### src/rtl/txgap_pkg.sv
package txgap_pkg;

  localparam logic [7:0] CH_IDLE  = 8'h07;
  localparam logic [7:0] CH_TERM  = 8'hFD;
  localparam logic [7:0] CH_SYNC  = 8'hBC;
  localparam logic [7:0] CH_ALIGN = 8'h7C;
  localparam logic [7:0] CH_SKIP  = 8'h1C;

  typedef enum logic [1:0] {SYM_K = 2'd0, SYM_R = 2'd1, SYM_A = 2'd2} gap_sym_e;

  function automatic logic is_idle(input logic [7:0] b, input logic c);
    return c && (b == CH_IDLE);
  endfunction

  function automatic logic is_term(input logic [7:0] b, input logic c);
    return c && (b == CH_TERM);
  endfunction

  // first: column directly after terminate/reset; idx: position in schedule
  function automatic gap_sym_e pick_sym(input logic first, input logic [15:0] idx);
    if (first)           return SYM_K;
    else if (idx == '0)  return SYM_A;
    else if (idx[0])     return SYM_R;
    else                 return SYM_K;
  endfunction

  function automatic logic [7:0] sym_byte(input gap_sym_e s);
    case (s)
      SYM_A:   return CH_ALIGN;
      SYM_R:   return CH_SKIP;
      default: return CH_SYNC;
    endcase
  endfunction

endpackage

### src/rtl/txgap_classify.sv
module txgap_classify #(
  parameter int LANES = 4
) (
  input  logic [LANES*8-1:0] data_i,
  input  logic [LANES-1:0]   ctrl_i,
  output logic [LANES-1:0]   lane_idle_o,
  output logic               full_idle_o,
  output logic               term_col_o
);
  import txgap_pkg::*;

  logic [LANES-1:0] lane_term;

  for (genvar i = 0; i < LANES; i++) begin : g_lane
    assign lane_idle_o[i] = is_idle(data_i[8*i +: 8], ctrl_i[i]);
    assign lane_term[i]   = is_term(data_i[8*i +: 8], ctrl_i[i]);
  end

  assign full_idle_o = &lane_idle_o;
  assign term_col_o  = |lane_term;

endmodule

### src/rtl/txgap_sequencer.sv
module txgap_sequencer #(
  parameter int PERIOD = 16
) (
  input  logic clk,
  input  logic rst_n,
  input  logic en_i,
  input  logic term_col_i,
  input  logic full_idle_i,
  output txgap_pkg::gap_sym_e sym_o
);
  import txgap_pkg::*;

  localparam int CW = (PERIOD > 1) ? $clog2(PERIOD) : 1;
  localparam logic [CW-1:0] LAST = CW'(PERIOD - 1);

  logic          first_q;
  logic [CW-1:0] cnt_q;

  assign sym_o = pick_sym(first_q, 16'(cnt_q));

  always_ff @(posedge clk) begin
    if (!rst_n) begin
      first_q <= 1'b1;
      cnt_q   <= '0;
    end else if (en_i) begin
      if (term_col_i) begin
        first_q <= 1'b1;
        cnt_q   <= '0;
      end else if (full_idle_i) begin
        first_q <= 1'b0;
        cnt_q   <= (cnt_q == LAST) ? '0 : cnt_q + 1'b1;
      end
    end
  end

endmodule

### src/rtl/txgap_lane_sub.sv
module txgap_lane_sub (
  input  logic       en_i,
  input  logic [7:0] byte_i,
  input  logic       ctrl_i,
  input  logic       idle_i,
  input  logic       term_col_i,
  input  logic       full_idle_i,
  input  logic [7:0] gap_byte_i,
  output logic [7:0] byte_o,
  output logic       ctrl_o
);
  import txgap_pkg::*;

  always_comb begin
    byte_o = byte_i;
    ctrl_o = ctrl_i;
    if (en_i && idle_i) begin
      if (term_col_i) begin
        byte_o = CH_SYNC;
        ctrl_o = 1'b1;
      end else if (full_idle_i) begin
        byte_o = gap_byte_i;
        ctrl_o = 1'b1;
      end
    end
  end

endmodule

### src/rtl/txgap_replacer.sv
module txgap_replacer #(
  parameter int LANES      = 4,
  parameter int GAP_PERIOD = 16
) (
  input  logic             clk,
  input  logic             rst_n,
  input  logic             xcvr_en,
  input  logic [LANES*8-1:0] tx_data_i,
  input  logic [LANES-1:0]   tx_ctrl_i,
  output logic [LANES*8-1:0] tx_data_o,
  output logic [LANES-1:0]   tx_ctrl_o
);
  import txgap_pkg::*;

  localparam int DW = LANES * 8;

  logic [LANES-1:0] lane_idle;
  logic             full_idle;
  logic             term_col;
  gap_sym_e         gap_sym;
  logic [7:0]       gap_byte;
  logic [DW-1:0]    nxt_data;
  logic [LANES-1:0] nxt_ctrl;

  txgap_classify #(.LANES(LANES)) u_classify (
    .data_i      (tx_data_i),
    .ctrl_i      (tx_ctrl_i),
    .lane_idle_o (lane_idle),
    .full_idle_o (full_idle),
    .term_col_o  (term_col)
  );

  txgap_sequencer #(.PERIOD(GAP_PERIOD)) u_seq (
    .clk         (clk),
    .rst_n       (rst_n),
    .en_i        (xcvr_en),
    .term_col_i  (term_col),
    .full_idle_i (full_idle),
    .sym_o       (gap_sym)
  );

  assign gap_byte = sym_byte(gap_sym);

  for (genvar i = 0; i < LANES; i++) begin : g_sub
    txgap_lane_sub u_sub (
      .en_i        (xcvr_en),
      .byte_i      (tx_data_i[8*i +: 8]),
      .ctrl_i      (tx_ctrl_i[i]),
      .idle_i      (lane_idle[i]),
      .term_col_i  (term_col),
      .full_idle_i (full_idle),
      .gap_byte_i  (gap_byte),
      .byte_o      (nxt_data[8*i +: 8]),
      .ctrl_o      (nxt_ctrl[i])
    );
  end

  always_ff @(posedge clk) begin
    if (!rst_n) begin
      tx_data_o <= '0;
      tx_ctrl_o <= '0;
    end else begin
      tx_data_o <= nxt_data;
      tx_ctrl_o <= nxt_ctrl;
    end
  end

endmodule

### config.mk
export PLATFORM = sky130hd
export DESIGN_NAME = txgap_replacer
export DESIGN_NICKNAME = d
export VERILOG_FILES = /design/src/rtl/txgap_pkg.sv /design/src/rtl/txgap_classify.sv /design/src/rtl/txgap_sequencer.sv /design/src/rtl/txgap_lane_sub.sv /design/src/rtl/txgap_replacer.sv
export SDC_FILE = /design/constraint.sdc
export NUM_CORES = 1
export LEC_CHECK = 0
export ABC_AREA = 0
export ABC_CLOCK_PERIOD_IN_PS = 3210
export BUFFER_PORTS_ARGS = -buffer_cell sky130_fd_sc_hd__buf_2
export CORE_ASPECT_RATIO = 1.4
export CORE_MARGIN = 2
export CORE_UTILIZATION = 40
export CTS_BUF_LIST = sky130_fd_sc_hd__clkbuf_8 sky130_fd_sc_hd__clkbuf_16
export DETAILED_ROUTE_END_ITERATION = 12
export PLACE_DENSITY_LB_ADDON = 0.1
export SLEW_MARGIN = 10
export SYNTH_ARGS = -nofsm -noshare
export SYNTH_HDL_FRONTEND = slang
export SYNTH_SLANG_ARGS = --single-unit
export TNS_END_PERCENT = 100
### constraint.sdc
create_clock -name clk -period 3.21 [get_ports clk]
set_input_delay 0.1605 -clock clk [delete_from_list [all_inputs] [get_ports clk]]
set_output_delay 0.1605 -clock clk [all_outputs]
set_load 0.02 [all_outputs]
==> impl_metrics.ini <==
[outcome]
outcome = finished clean

[floorplanning]
design.core.area_um2 = 3950
starting_utilization_of_the_core_area_pct = 42.2
core.rowCount = 27
ioPinCount = 75
die-area_um2 = 4710
die_w_um = 58.6
die_height_um = 80.4

[global_route]
grt_pass1_vias = 1397
grt_max_degree = 35
grt_first_pass_wirelength_um = 6420
grt_antenna_before_repair = 0
gr-usage-all-layers_pct = 17.9
grt_overflow_total = 0

[timing]
timing.max_slew.rel_slack_pct = 58.5
timing_max_transition_violations_final = 0
setup-violations-final = 0
timing.final.crit_period_ns = 2.10
tightest_slew_ns = 0.616
grt_setup_unrepaired = no
max_freq_mhz = 477
period_share_pct = 65.3
totalNegativeSetupSlack_ns = 0
fin_skew_ns = 0.00531
timing_hold_violations_final = 0

[worst_setup_path]
start_kind = flop
crit_buf_inv = 1
worst-r2r-cell-count = 6
worst_path_largest_cell_delay_ns = 0.51
critical-path-top-delay-family = compound AO/OA/AOI/OAI gates
critical-path-slowest-cell = sky130_fd_sc_hd__o21ai_0
worstPathMaxFanout = 4
crit_chain = inv_1 -> ha_1 -> a211oi_1 -> ha_1 -> o21ai_0 -> o21ai_0
cp_class = flop to flop
crit_required_ns = 3.36
cp.depth = 6
endpoint_kind = flop
crit_arrival_ns = 2.25

[clock_network]
cts.path.max_buffers = 2
tritoncts = built
numCtsBuffers = 5
cts.repair_timing.setup_buffer_count = 0
hold_fix_buffers_at_cts = 0
htree_num_levels = 2
post_cts_repair_resize_count = 0
cts-root-buf = sky130_fd_sc_hd__clkbuf_8
worstSkewPairLatency_ns = 0.29
cts.reportedPaths.clkPinSlew_ns = 0.07
cts_sinks = 41

[detailed_routing]
route.antenna.remaining_nets = 0
wl_per_cell_um = 14.2
routed.top_layer = met4
route.detailed.vias_per_inst = 5.29
routed-via-count = 1493
1st_iter_drt_viols = 18
drt-pass1-iter-count = 4
detail_route.wirelength.met1_um = 1630
detailroute.wirelength.met2_um = 2070
totalWireLength_um = 4020
routed-wl-met3_um = 260
post-route-drc-count = 0

[flow_run]
max-cap-violations = 0

[hold_path]
min_delay_path_depth = 2
hp_class = primary input to flop

[synthesis]
synth_top_cell_area_share_pct = 49.2
biggest_area_contributors_in_the_synthesized_netlist = sky130_fd_sc_hd__dfxtp_1 (49%), sky130_fd_sc_hd__nor4_4 (3.8%), sky130_fd_sc_hd__and2_1 (3.4%), sky130_fd_sc_hd__inv_1 (3.2%), sky130_fd_sc_hd__and3_1 (3.0%)
synth_async_sr_flop_share_pct = 0
syn_inst = 164
top_ff_cell_synth = sky130_fd_sc_hd__dfxtp_1
synth_seq_cells = 41
postSynthNetCount = 207
netlist_area_um2 = 1670
synth_area_per_cell_um2 = 10.2
synth.lib_cells_used.distinct = 40
yosysSeqAreaShare_pct = 49.2
number_of_synthesized_flops_with_an_enable_pin = 0
ys.warnings.count = 0
synth_area_leader_cell = sky130_fd_sc_hd__dfxtp_1

[power]
cellPowerDensity_nw_per_um2 = 501
peakVddDrop_mv = 0.349
power.leakage_nw = 1.04

[layout]
num_antenna_cells = 0
post_route_cells_drive_above_1_share_pct = 40.2
final_cells = 282
num-nets-final = 281
area_growth_pct = 30.0

[placement]
finalWeightedCongestion = 0.764
detailedPlacementHpwl_um = 3060
post-place-cells = 274
portBuffers = 74
==> registers in the layout, summed over array words and instances, names as in the netlist <==
signal,count
u_seq.cnt_q,4
tx_data_o,32
u_seq.first_q,1
tx_ctrl_o,4
==> final timing paths <==
kind,slack [ns],end,start
worst min register to register,0.51,u_seq.cnt_q[3],u_seq.cnt_q[3]
worst max register to register,1.11,tx_data_o[31],u_seq.cnt_q[0]
worst max-delay path,1.11,tx_data_o[31],u_seq.cnt_q[0]
worst min-delay path,0.08,tx_ctrl_o[2],tx_ctrl_i[2]
==> report_power, final <==
part           internal, mW  switching [mW]  leakage, nW
clock network         0.250           0.168       0.0626
registers             0.532         0.00496        0.340
logic                0.0494          0.0813        0.641
total                 0.832           0.254         1.04
==> layout make-up <==
cell class	count	area [um2]
fillers	382	1780
flip-flops and latches	41	821
multi-input cells	102	754
repair buffers	74	370
clock buffers	6	82.6
well taps	43	53.8
inverters	14	52.6
clock inverters	2	33.8
==> synth_stat cells, types with 3 or more instances <==
master                     instances
sky130_fd_sc_hd__dfxtp_1          41
sky130_fd_sc_hd__inv_1            14
sky130_fd_sc_hd__nand2_1          11
sky130_fd_sc_hd__a21oi_1           9
sky130_fd_sc_hd__and2_1            9
sky130_fd_sc_hd__and3_1            8
sky130_fd_sc_hd__nand4_1           6
sky130_fd_sc_hd__o21ai_1           6
sky130_fd_sc_hd__nor4_1            5
sky130_fd_sc_hd__o21ai_0           5
sky130_fd_sc_hd__clkbuf_1          4
sky130_fd_sc_hd__ha_1              4
sky130_fd_sc_hd__o221a_1           4
sky130_fd_sc_hd__nand3_1           3
sky130_fd_sc_hd__nor4_4            3
sky130_fd_sc_hd__o211ai_2          3
sky130_fd_sc_hd__or4b_4            3
==> metal layers <==
layer	vias to the layer above	GRT usage (%)
met5	-	0
met4	0	6.14
met3	6	5.15
met2	44	31.2
met1	700	20.5
li1	743	-
==> metrics by stage <==
step | hold slack (ns) | cell area (um2) | worst slack [ns] | power (mW) | utilization [%]
finish | 0.0840 | 2170 | 1.11 | 1.09 | 54.9
global route | 0.0876 | 2170 | 0.952 | 1.13 | 54.9
CTS | 0.0815 | 2170 | 1.07 | 1.10 | 54.9
detailed placement | 0.382 | 2050 | 1.10 | 0.681 | 51.9
global placement | 0.378 | 2050 | 1.11 | 0.681 | 51.9
floorplan | 0.269 | 1670 | 1.51 | 0.616 | -
==> cells in the final DEF, fill, tap and decap left out, drive strengths merged, types with 2 or more instances in the layout <==
cell type	instances
a211oi	2
nor4	9
o221a	4
nand4	6
inv	15
and2	10
o21ai	11
or4b	4
and3	8
buf	74
nand2	12
clkbuf	6
nor2	2
and4	2
ha	4
o211ai	4
a21oi	9
nand3	4
dfxtp	41
==> logic make-up after synthesis <==
kind of cell,Yosys count,synth area share (%)
DFF,41,49.2
adders and majority gates,4,3.00
and+or+nand+nor,60,25.9
AOI/OAI and AO/OA,38,16.4
buffers and inverters,21,5.55
Note: power is estimated with default switching activity, not from simulation.
